===== config.mk =====
export PLATFORM = sky130hd
export DESIGN_NAME = brom_ctrl
export DESIGN_NICKNAME = d
export VERILOG_FILES = /design/src/rtl/brom_pkg.sv /design/src/rtl/brom_cfg_sel.sv /design/src/rtl/brom_beat_timer.sv /design/src/rtl/brom_addr_gen.sv /design/src/rtl/brom_ctrl.sv
export SDC_FILE = /design/constraint.sdc
export NUM_CORES = 1
export LEC_CHECK = 0
export BUFFER_PORTS_ARGS = -buffer_cell sky130_fd_sc_hd__buf_2
export CAP_MARGIN = 20
export CELL_PAD_IN_SITES_DETAIL_PLACEMENT = 1
export CELL_PAD_IN_SITES_GLOBAL_PLACEMENT = 1
export CORE_ASPECT_RATIO = 0.7
export CORE_UTILIZATION = 35
export DETAILED_ROUTE_END_ITERATION = 8
export PLACE_DENSITY_LB_ADDON = 0.2
export SKIP_CTS_REPAIR_TIMING = 1
export SLEW_MARGIN = 20
export SYNTH_ARGS = -nofsm -noshare
export SYNTH_HDL_FRONTEND = slang
export SYNTH_SLANG_ARGS = --single-unit

===== constraint.sdc =====
create_clock -name clk -period 4.4 [get_ports clk]
set_input_delay 0 -clock clk [delete_from_list [all_inputs] [get_ports clk]]
set_output_delay 0 -clock clk [all_outputs]
set_load 0.05 [all_outputs]

===== src/rtl/brom_pkg.sv =====
package brom_pkg;

  typedef enum logic [1:0] {
    PW_8    = 2'd0,
    PW_16   = 2'd1,
    PW_32   = 2'd2,
    PW_32B  = 2'd3
  } port_w_e;

  localparam int BEAT_W = 5;

  // beats in one access from the burst field and port width, clamped per width
  function automatic logic [BEAT_W-1:0] burst_beats(input logic [1:0] fld,
                                                    input logic [1:0] pw);
    logic [BEAT_W-1:0] n;
    case (fld)
      2'd0:    n = 5'd1;
      2'd1:    n = 5'd4;
      2'd2:    n = 5'd8;
      default: n = 5'd16;
    endcase
    if (pw == PW_16 && n > 5'd8) n = 5'd8;
    if (pw[1] && n > 5'd4) n = 5'd4;
    return n;
  endfunction

  // bytes per beat for a width code
  function automatic logic [2:0] step_bytes(input logic [1:0] pw);
    case (pw)
      PW_8:    return 3'd1;
      PW_16:   return 3'd2;
      default: return 3'd4;
    endcase
  endfunction

endpackage


===== src/rtl/brom_cfg_sel.sv =====
module brom_cfg_sel
  import brom_pkg::*;
#(
  parameter int N_AREAS    = 3,
  parameter int WAIT_W     = 3,
  parameter int AREA_IDX_W = 2
) (
  input  logic [2*N_AREAS-1:0]      cfg_burst,
  input  logic [WAIT_W*N_AREAS-1:0] cfg_wait,
  input  logic [AREA_IDX_W-1:0]     area,
  input  logic [1:0]                pw,
  output logic [BEAT_W-1:0]         beats,
  output logic [WAIT_W-1:0]         waits
);

  logic [1:0]        fld_a [N_AREAS];
  logic [WAIT_W-1:0] wt_a  [N_AREAS];

  for (genvar g = 0; g < N_AREAS; g++) begin : g_area
    assign fld_a[g] = cfg_burst[2*g +: 2];
    assign wt_a[g]  = cfg_wait[WAIT_W*g +: WAIT_W];
  end

  logic [1:0] fld;

  always_comb begin
    fld   = 2'd0;
    waits = '0;
    for (int i = 0; i < N_AREAS; i++) begin
      if (int'(area) == i) begin
        fld   = fld_a[i];
        waits = wt_a[i];
      end
    end
  end

  assign beats = burst_beats(fld, pw);

endmodule


===== src/rtl/brom_beat_timer.sv =====
module brom_beat_timer #(
  parameter int WAIT_W = 3
) (
  input  logic              clk,
  input  logic              rst_n,
  input  logic              run,
  input  logic              first,
  input  logic [WAIT_W-1:0] waits,
  input  logic              rom_wait,
  output logic              at_limit,
  output logic              sample_en,
  output logic              beat_end
);

  localparam int CNT_W = WAIT_W + 1;

  logic [CNT_W-1:0] cnt_q;
  logic [CNT_W-1:0] len;
  logic             stall;

  always_comb begin
    len = {1'b0, waits} + CNT_W'(1);
    if (!first && len < CNT_W'(2)) len = CNT_W'(2);
  end

  assign at_limit  = (cnt_q == len - CNT_W'(1));
  assign sample_en = !first || (waits != '0);
  assign stall     = at_limit && sample_en && rom_wait;
  assign beat_end  = run && at_limit && !stall;

  always_ff @(posedge clk) begin
    if (!rst_n) begin
      cnt_q <= '0;
    end else if (!run || beat_end) begin
      cnt_q <= '0;
    end else if (!at_limit) begin
      cnt_q <= cnt_q + CNT_W'(1);
    end
  end

endmodule


===== src/rtl/brom_addr_gen.sv =====
module brom_addr_gen
  import brom_pkg::*;
#(
  parameter int ADDR_W = 24
) (
  input  logic              clk,
  input  logic              rst_n,
  input  logic              load,
  input  logic [ADDR_W-1:0] start_addr,
  input  logic [1:0]        pw_load,
  input  logic [1:0]        pw,
  input  logic [BEAT_W-1:0] beats,
  input  logic              advance,
  output logic [ADDR_W-1:0] addr
);

  function automatic logic [ADDR_W-1:0] align_down(input logic [ADDR_W-1:0] a,
                                                   input logic [1:0] w);
    logic [ADDR_W-1:0] s;
    s = ADDR_W'(step_bytes(w));
    return a & ~(s - ADDR_W'(1));
  endfunction

  function automatic logic [ADDR_W-1:0] wrap_next(input logic [ADDR_W-1:0] a,
                                                  input logic [1:0] w,
                                                  input logic [BEAT_W-1:0] n);
    logic [ADDR_W-1:0] s, blk, mask;
    s    = ADDR_W'(step_bytes(w));
    blk  = ADDR_W'(n) * s;
    mask = blk - ADDR_W'(1);
    return (a & ~mask) | ((a + s) & mask);
  endfunction

  always_ff @(posedge clk) begin
    if (!rst_n) begin
      addr <= '0;
    end else if (load) begin
      addr <= align_down(start_addr, pw_load);
    end else if (advance) begin
      addr <= wrap_next(addr, pw, beats);
    end
  end

endmodule


===== src/rtl/brom_ctrl.sv =====
module brom_ctrl
  import brom_pkg::*;
#(
  parameter int ADDR_W     = 24,
  parameter int DATA_W     = 32,
  parameter int WAIT_W     = 3,
  parameter int N_AREAS    = 3,
  parameter int AREA_IDX_W = 2
) (
  input  logic                      clk,
  input  logic                      rst_n,
  input  logic [2*N_AREAS-1:0]      cfg_burst,
  input  logic [WAIT_W*N_AREAS-1:0] cfg_wait,
  input  logic                      req_valid,
  output logic                      req_ready,
  input  logic [AREA_IDX_W-1:0]     req_area,
  input  logic [ADDR_W-1:0]         req_addr,
  input  logic [1:0]                req_width,
  output logic                      rom_cs_n,
  output logic                      rom_rd_n,
  output logic [ADDR_W-1:0]         rom_addr,
  input  logic                      rom_wait,
  input  logic [DATA_W-1:0]         rom_data,
  output logic                      rd_valid,
  output logic [DATA_W-1:0]         rd_data,
  output logic                      done
);

  logic              busy_q;
  logic [BEAT_W-1:0] beat_idx_q;
  logic [BEAT_W-1:0] beats_q;
  logic [WAIT_W-1:0] waits_q;
  logic [1:0]        pw_q;
  logic              valid_q;
  logic [DATA_W-1:0] data_q;
  logic              done_q;

  logic [BEAT_W-1:0] sel_beats;
  logic [WAIT_W-1:0] sel_waits;

  // named events for the checker
  logic accept;
  logic first_beat;
  logic at_limit;
  logic sample_en;
  logic beat_end;
  logic last_end;

  assign accept     = req_valid && !busy_q;
  assign first_beat = (beat_idx_q == '0);
  assign last_end   = beat_end && (beat_idx_q == beats_q - BEAT_W'(1));

  brom_cfg_sel #(
    .N_AREAS   (N_AREAS),
    .WAIT_W    (WAIT_W),
    .AREA_IDX_W(AREA_IDX_W)
  ) u_cfg (
    .cfg_burst(cfg_burst),
    .cfg_wait (cfg_wait),
    .area     (req_area),
    .pw       (req_width),
    .beats    (sel_beats),
    .waits    (sel_waits)
  );

  brom_beat_timer #(
    .WAIT_W(WAIT_W)
  ) u_timer (
    .clk      (clk),
    .rst_n    (rst_n),
    .run      (busy_q),
    .first    (first_beat),
    .waits    (waits_q),
    .rom_wait (rom_wait),
    .at_limit (at_limit),
    .sample_en(sample_en),
    .beat_end (beat_end)
  );

  brom_addr_gen #(
    .ADDR_W(ADDR_W)
  ) u_addr (
    .clk       (clk),
    .rst_n     (rst_n),
    .load      (accept),
    .start_addr(req_addr),
    .pw_load   (req_width),
    .pw        (pw_q),
    .beats     (beats_q),
    .advance   (beat_end && !last_end),
    .addr      (rom_addr)
  );

  always_ff @(posedge clk) begin
    if (!rst_n) begin
      busy_q     <= 1'b0;
      beat_idx_q <= '0;
      beats_q    <= BEAT_W'(1);
      waits_q    <= '0;
      pw_q       <= PW_8;
      valid_q    <= 1'b0;
      data_q     <= '0;
      done_q     <= 1'b0;
    end else begin
      valid_q <= 1'b0;
      done_q  <= 1'b0;
      if (accept) begin
        busy_q     <= 1'b1;
        beat_idx_q <= '0;
        beats_q    <= sel_beats;
        waits_q    <= sel_waits;
        pw_q       <= req_width;
      end else if (beat_end) begin
        valid_q <= 1'b1;
        data_q  <= rom_data;
        if (last_end) begin
          busy_q     <= 1'b0;
          done_q     <= 1'b1;
          beat_idx_q <= '0;
        end else begin
          beat_idx_q <= beat_idx_q + BEAT_W'(1);
        end
      end
    end
  end

  assign req_ready = !busy_q;
  assign rom_cs_n  = !busy_q;
  assign rom_rd_n  = !busy_q;
  assign rd_valid  = valid_q;
  assign rd_data   = data_q;
  assign done      = done_q;

endmodule


Word-level counts from Yosys, hierarchy flattened
Cells that the tools add are included.
W data, S select, Z words.
{"block": "word_totals", "input_bits": 79, "register_bits": 78}
{"block": "op_classes", "bitwise": 9, "reduce_logical": 30, "add_sub_neg": 8, "mul": 1, "magnitude_cmp": 3, "mux": 25, "eq_ne": 8}
{"op": "$and A24 B24 Y24", "n": 3}
{"op": "$mux W24", "n": 2}
{"op": "$not A24 Y24", "n": 2}
{"op": "$add A24 B3 Y24", "n": 1}
{"op": "$mux W3", "n": 8}
{"op": "$or A24 B24 Y24", "n": 1}
{"op": "$mux W5", "n": 3}
{"op": "$pmux W5 S3", "n": 1}
{"op": "$pmux W3 S2", "n": 2}
{"op": "$logic_and A1 B1 Y1", "n": 10}
{"op": "$sub A8 B1 Y9 const B", "n": 1}
{"op": "$logic_not A2 Y1", "n": 4}
{"op": "$mul A5 B3 Y8", "n": 1}
{"op": "$eq A2 B1 Y1 const B", "n": 3}
{"op": "$eq A2 B2 Y1 const B", "n": 3}
{"op": "$mux W2", "n": 3}
{"op": "$reduce_bool A2 Y1", "n": 3}
{"op": "$add A5 B1 Y5 const B", "n": 1}
{"op": "$eq A5 B5 Y1", "n": 1}
{"op": "$gt A5 B3 Y1 const B", "n": 1}
{"op": "$gt A5 B4 Y1 const B", "n": 1}
{"op": "$logic_not A5 Y1", "n": 1}
{"op": "$mux W1", "n": 5}
{"op": "$sub A5 B1 Y5 const B", "n": 1}
{"op": "14 further kinds", "n": 22}

Logic depth before layout (Yosys ltp)
Gate-level depths: netlist (run 1).
{"block": "depth", "ltp_word": 23, "depth_mapped": 15}

Modules after synthesis
From an unflattened synthesis (run 1), not the netlist that was laid out.
{"block": "hier_totals", "hier_cells": 659, "area_unflattened_um2": 5350.1}
{"module": "brom_addr_gen", "seq_area_each_um2": 480.5, "cells_each": 331, "n_inst": 1, "area_per_inst_um2": 2580.0}
{"module": "brom_ctrl", "seq_area_each_um2": 1001.0, "cells_each": 241, "n_inst": 1, "area_per_inst_um2": 2049.5}
{"module": "brom_beat_timer", "seq_area_each_um2": 80.1, "cells_each": 64, "n_inst": 1, "area_per_inst_um2": 535.5}
{"module": "brom_cfg_sel", "seq_area_each_um2": 0.0, "cells_each": 23, "n_inst": 1, "area_per_inst_um2": 185.2}

Worst setup path before layout (run 1)
No wires, ideal clock.
{"block": "synth_timing", "path_kind": "register -> register", "start": "reg pw_q[1]", "end": "reg with a tool-made name", "path_buffers": 2, "arrival_ps": 3609, "period_less_slack_ps": 3683, "stages_incl_launch_ff": 16, "setup_ps": 74, "setup_slack_ps": 717, "cell_sequence": "dfxtp_1 > clkbuf_1 > nor2b_1 > nand2_1 > ha_1 > fa_1 > inv_1 > ha_1 > a21o_1 > a21oi_1 > a31oi_1 > xor2_1 > nand3_2 > buf_6 > or4_1 > a31oi_1"}
{"element": "from (decl)", "line_no": "brom_ctrl.sv:33", "source": "logic [1:0] pw_q;"}
{"element": "from (signal assigned)", "line_no": "brom_ctrl.sv:112", "source": "pw_q <= req_width;"}

==> metrics.cfg, run 1 <==
[synthesis]
yosys_register_bits=77
synth.cell_area_mm2=0.004288
ys_seq_area_share_pct=35.95
yosys_warnings=0
netlist.area_leader.share_pct=35.95
synth_area_per_cell_um2=7.955
syn_nets=642
netlist_top_cells_area=dfxtp_1 36%, nand2_1 8.7%, a21oi_1 7.6%, ha_1 5.8%, xnor2_1 4.3%
yosysTopAreaCell=dfxtp_1
syn_inst=539
async_flop_share_pct=0
ys.flop_type=dfxtp_1
synth_edf_count=0
ys_types=53

[sta]
final.setup_skew_ns=0.006467
whs_ns=-0.04761
setup_viol=0
slew-limit-headroom_pct=43.08
tightestPinTransition_ns=0.8419
grt_setup_unrepaired=false
timing.final.crit_share_pct=91.92
fin_crit_ns=4.045
slew_viol_final=0
final.setup.tns_ns=0
setup_slack_ns=0.3553
hold_viol=11
fmax_mhz=247.2

[finish]
diodes=0
final_cell_mix=139 x buf_2, 99 x nand2_1, 77 x dfxtp_1
area_growth_syn_to_layout_pct=35.37
final_common_cell=buf_2
drive_above_1_share_pct=25.46
fin_cells=868
final_net_count=809

[run_status]
violations=hold timing
outcome=complete, but fails checks

[global_route]
grt_pass1_vias=4167
antenna_found_initial=0
grt_max_degree=42
grt_pass1_wl_um=21100
grt_use_total_pct=21.24
gr-total-overflow=0

[worst_hold_path]
min_path_type=in -> reg
min_path_cells=3

[clock_network]
clockBufferDepth=2
htreeDepth=3
cts_buffers=9
clock_sinks=77
clkTransAtPathRegs_ns=0.06
root_buffer=clkbuf_16
clkLatencyLatePin_ns=0.34
cts_tree=done

[routing]
via_count=4499
wl_per_cell_um=16.29
ant_nets=0
drc_errors=0
via_per_inst=5.183
routed_wl_um=14140
drt_iter0_markers=157
firstDrtPassIters=4

[critical_path]
path_buf_inv=1
rr_worst_depth=13
slowest_delay_ns=0.57
cp_cell_sequence=nor2b_1, nand2_1, ha_1, fa_1, inv_1, ha_1, a21o_1, a21oi_1, a31oi_1, xor2_1, nand3_2, or4_1, a31oi_1
path_depth=13
crit_slowest_cell=or4_1
critical_path.top_delay_family=simple AND/OR/NAND/NOR gates
arrival_ns=4.31
path_max_fanout=12
crit_required_ns=4.66
criticalPathCategory=reg -> reg
end_kind=flop
crit_path_start_kind=flop

[placed_design]
gp_congestion=0.8363
io_buffers=139
dp.final_hpwl_um=10200
pre_cts_slack_ns=0.3697
dp.cells=811

[job]
maxCapViolations=0

[floorplan]
die_w_um=134.3
rows=33
io_pins=140
die_h_um=94.61
core_mm2=0.01181
initial_core_util_pct=36.31
die_area_mm2=0.01271

[pwr]
p_leak_nw=2.415
power_density_mw_per_mm2=359.2
ir_drop_v=0.0001849

routing by layer:
layer	track usage, %	share of wire, %	routed length, µm	up-vias
li1	-	-	-	2233
met1	30.01	49	6893	2180
met2	32.94	47	6676	75
met3	3.865	3.2	451	11
met4	5.993	0.84	119	0
met5	0	0	0	-
synthesized netlist by cell type, drive strengths merged (2+ instances only):
library cell,n
a211oi,9
nand2b,4
nor4,8
clkbuf,22
buf,9
a21oi,65
a31oi,12
nor3,15
nor4b,2
o2111ai,2
a21o,6
and3,4
a41oi,2
o31ai,10
xor2,4
mux2i,7
nor2,23
xnor2,21
and2,2
o21ai,31
inv,23
nor3b,2
nand3b,2
ha,20
nand2,99
or4,10
a311oi,2
o211ai,2
nor2b,6
fa,4
nand3,16
dfxtp,77
or2,5
nand4,3
worst register-to-register path, stage by stage, from the launching register on:
cell and delay [ns]:
dfxtp_1 0.42, nor2b_1 0.44, nand2_1 0.11, ha_1 0.31, fa_1 0.53, inv_1 0.04
ha_1 0.35, a21o_1 0.21, a21oi_1 0.18, a31oi_1 0.15, xor2_1 0.22, nand3_2 0.25
or4_1 0.57, a31oi_1 0.18
through the flow:
step / utilization, % / hold slack [ns] / instance area (µm²) / power [W]
after global placement: 43.26 / 0.2409 / 5109 / 0.001350
after global routing: 49.15 / 0.005437 / 5804 / 0.002195
after CTS: 45.60 / -0.1107 / 5385 / 0.002070
final: 49.15 / -0.04761 / 5804 / 0.002085
after floorplan: - / 0.1324 / 4288 / 0.001200
after detailed placement: 43.26 / 0.2423 / 5109 / 0.001366
kinds of logic after synthesis:
logic type / count (synthesis) / synth area share (%)
and+or+nand+nor: 206 / 23.96
buffers and inverters: 54 / 5.311
DFF: 77 / 35.95
xor gates and xnor gates: 25 / 5.282
adders and majority gates: 24 / 7.704
AOI/OAI and AO/OA: 146 / 20.16
muxes: 7 / 1.634
where the power goes:
| group | switching [W] | leakage, nW | total, W | internal [W] |
|---|---|---|---|---|
| clock | 0.000313 | 0.122 | 0.000699 | 0.000386 |
| sequential | 0.0000434 | 0.629 | 0.000785 | 0.000742 |
| combinational | 0.000398 | 1.66 | 0.000601 | 0.000203 |
cell type report:
type	instances	area [µm²]
tap	157	196.4
clock buffer	10	229.0
timing repair buffer	187	1159
sequential	77	1541
inverter	23	86.33
multi-input combinational	408	2545
fill	1506	6005
clock inverter	6	47.55
worst paths after layout:
check | from | endpoint | slack, ns
hold / removal | req_addr[9] | flop | -0.05
setup reg to reg | pw_q[1] | flop | 0.36
hold reg to reg | rd_data[30] | rd_data[30] | 0.45
setup / recovery | pw_q[1] | flop | 0.36
Note: power is estimated with default switching activity, not from simulation.
==> run 2, diff against run 1 <==
Settings changed: CORE_MARGIN set to 5, SLEW_MARGIN 20 to not set.
==> run 2 against run 1 <==
Effect of this change:
- the flow still finishes with violations (hold timing)
- worst hold slack gained 0.013 ns
- combinational power up 0.7%
- register-to-register slack lost 0.07 ns
- critical path type unchanged
- highest routed layer unchanged
- sequential share of layout area shrank 0.15 points
- sequential cell count unchanged
- clock power increased by 11%
- non-clock buffer count down 1
- total power increased by 4.1%
- routed wire length increased by 9.0%
- global-route usage is 1.5 points lower
==> metrics.cfg, run 2 (synthesized netlist as in run 1, its figures left out) <==
[run_status]
outcome=complete, but fails checks
violations=hold timing

[sta]
whs_ns=-0.03493  ; +0.01268 ns
setup_viol=0  ; unchanged
fin_crit_ns=4.111  ; +0.06649 ns
slew-limit-headroom_pct=52.08  ; +9.0 points
tightestPinTransition_ns=0.7171  ; -0.1248 ns
hold_viol=8  ; -3
setup_slack_ns=0.2888  ; -0.06649 ns
final.setup.tns_ns=0  ; unchanged
fmax_mhz=243.2  ; -1.6%
final.setup_skew_ns=0.008234  ; +0.001767 ns
slew_viol_final=0  ; unchanged
timing.final.crit_share_pct=93.44  ; +1.5 points
grt_setup_unrepaired=false

[clock_network]
cts_buffers=9  ; unchanged
root_buffer=clkbuf_16
clkLatencyLatePin_ns=0.34  ; about the same
htreeDepth=3  ; unchanged
clock_sinks=77  ; unchanged
cts_tree=done
clkTransAtPathRegs_ns=0.06  ; about the same
clockBufferDepth=2  ; unchanged

[critical_path]
arrival_ns=4.37  ; +0.06 ns
criticalPathCategory=reg -> reg
setup.worst_path.start=pw_q[0]
rr_worst_depth=13  ; unchanged
end_kind=flop
crit_path_start_kind=flop
r2r-start=pw_q[0]
crit_required_ns=4.66  ; about the same
r2r_slack_ns=0.29  ; -0.07 ns
path_max_fanout=12  ; unchanged

[floorplan]
die_h_um=102.6  ; +8.5%
core_mm2=0.01185  ; +0.35%
die_area_mm2=0.01460  ; +15%
die_w_um=142.3  ; +6.0%
rows=33  ; unchanged
initial_core_util_pct=36.18  ; -0.13 points
io_pins=140  ; unchanged

[routing]
firstDrtPassIters=4  ; unchanged
drc_errors=0  ; unchanged
drt_iter0_markers=176  ; +12%
routed_wl_um=15410  ; +9.0%
wl_per_cell_um=17.77  ; +9.1%
via_per_inst=5.302  ; +2.3%
ant_nets=0  ; unchanged
via_count=4597  ; +2.2%

[global_route]
antenna_found_initial=0  ; unchanged
grt_pass1_vias=4578  ; +9.9%
grt_max_degree=38  ; -9.5%
use_met2_pct=33.60  ; +0.65 points
met3_usage_pct=4.080  ; +0.22 points
busiest_layer=met2
grt_use_total_pct=19.77  ; -1.5 points
gr-total-overflow=0  ; unchanged
grt_pass1_wl_um=23170  ; +9.8%
met1_usage_pct=26.24  ; -3.8 points

[worst_hold_path]
min_path_type=in -> reg
min_path_cells=3  ; unchanged
hold_start=req_addr[13]

[placed_design]
dp.final_hpwl_um=11130  ; +9.1%
io_buffers=139  ; unchanged
gp_congestion=0.7834  ; -6.3%
pre_cts_slack_ns=0.2983  ; -0.07143 ns

[finish]
final_net_count=808  ; -0.12%
fillers=1482  ; -1.6%
drive_above_1_share_pct=25.63  ; +0.18 points
final_cell_mix=139 x buf_2, 99 x nand2_1, 77 x dfxtp_1
final_common_cell=buf_2
diodes=0  ; unchanged
area_growth_syn_to_layout_pct=36.12

[job]
maxCapViolations=0  ; unchanged

[pwr]
power_density_mw_per_mm2=371.8  ; +3.5%
ir_drop_v=0.0002228  ; +20%
p_total_w=0.002170  ; +4.1%
p_leak_nw=2.437  ; +0.90%

## run 2: where the power goes
part	internal [W]	switching, W	total, W	leakage [nW]
clock	0.000459	0.000320	0.000779	0.145
sequential	0.000742	0.0000446	0.000786	0.629
combinational	0.000203	0.000402	0.000605	1.66
total	0.00140	0.000766	0.00217	2.44
## run 2: metrics by stage
step / utilization, % / cells / hold WS, ns / area, µm²
finish: 49.26 / 867 / -0.03493 / 5837
global placement: 43.05 / 810 / 0.2267 / 5101
detailed placement: 43.05 / 810 / 0.2475 / 5101
global route: 49.26 / 867 / 0.004408 / 5837
floorplan: - / 539 / 0.1324 / 4288
CTS: 45.67 / 826 / -0.1110 / 5411
## run 2: worst max-delay path, cell delays in order (launching register included)
cell	delay, ns
dfxtp_1	0.41
nor2b_1	0.43
nand2_1	0.11
ha_1	0.32
fa_1	0.55
inv_1	0.04
ha_1	0.36
a21o_1	0.21
a21oi_1	0.18
a31oi_1	0.17
xor2_1	0.24
nand3_2	0.26
or4_1	0.57
a31oi_1	0.19
## run 2: worst min-delay path by stage
| stage | to | slack [ns] |
|---|---|---|
| after floorplan | u_addr.addr[2] | 0.13 |
| after global placement | u_addr.addr[2] | 0.23 |
| after detailed placement | rd_data[12] | 0.25 |
| after CTS | rd_data[26] | -0.11 |
| after global routing | flop | 0.004 |
| final | flop | -0.03 |
## run 2: final cells by class
class / count / area (µm²) / area share, %
Clock inverter: 6 / 71.32 / 1.222
Clock buffer: 10 / 239.0 / 4.094
Inverter: 23 / 86.33 / 1.479
Timing Repair Buffer: 186 / 1151 / 19.72
Tap cell: 157 / 196.4 / 3.365
Sequential cell: 77 / 1541 / 26.41
Multi-Input combinational cell: 408 / 2551 / 43.71
## run 2: metal layers
metal  wire length [µm]  share of wire, %
met1               6748                44
met2               7791                51
met3                625               4.1
met4                243               1.6
met5                  0                 0
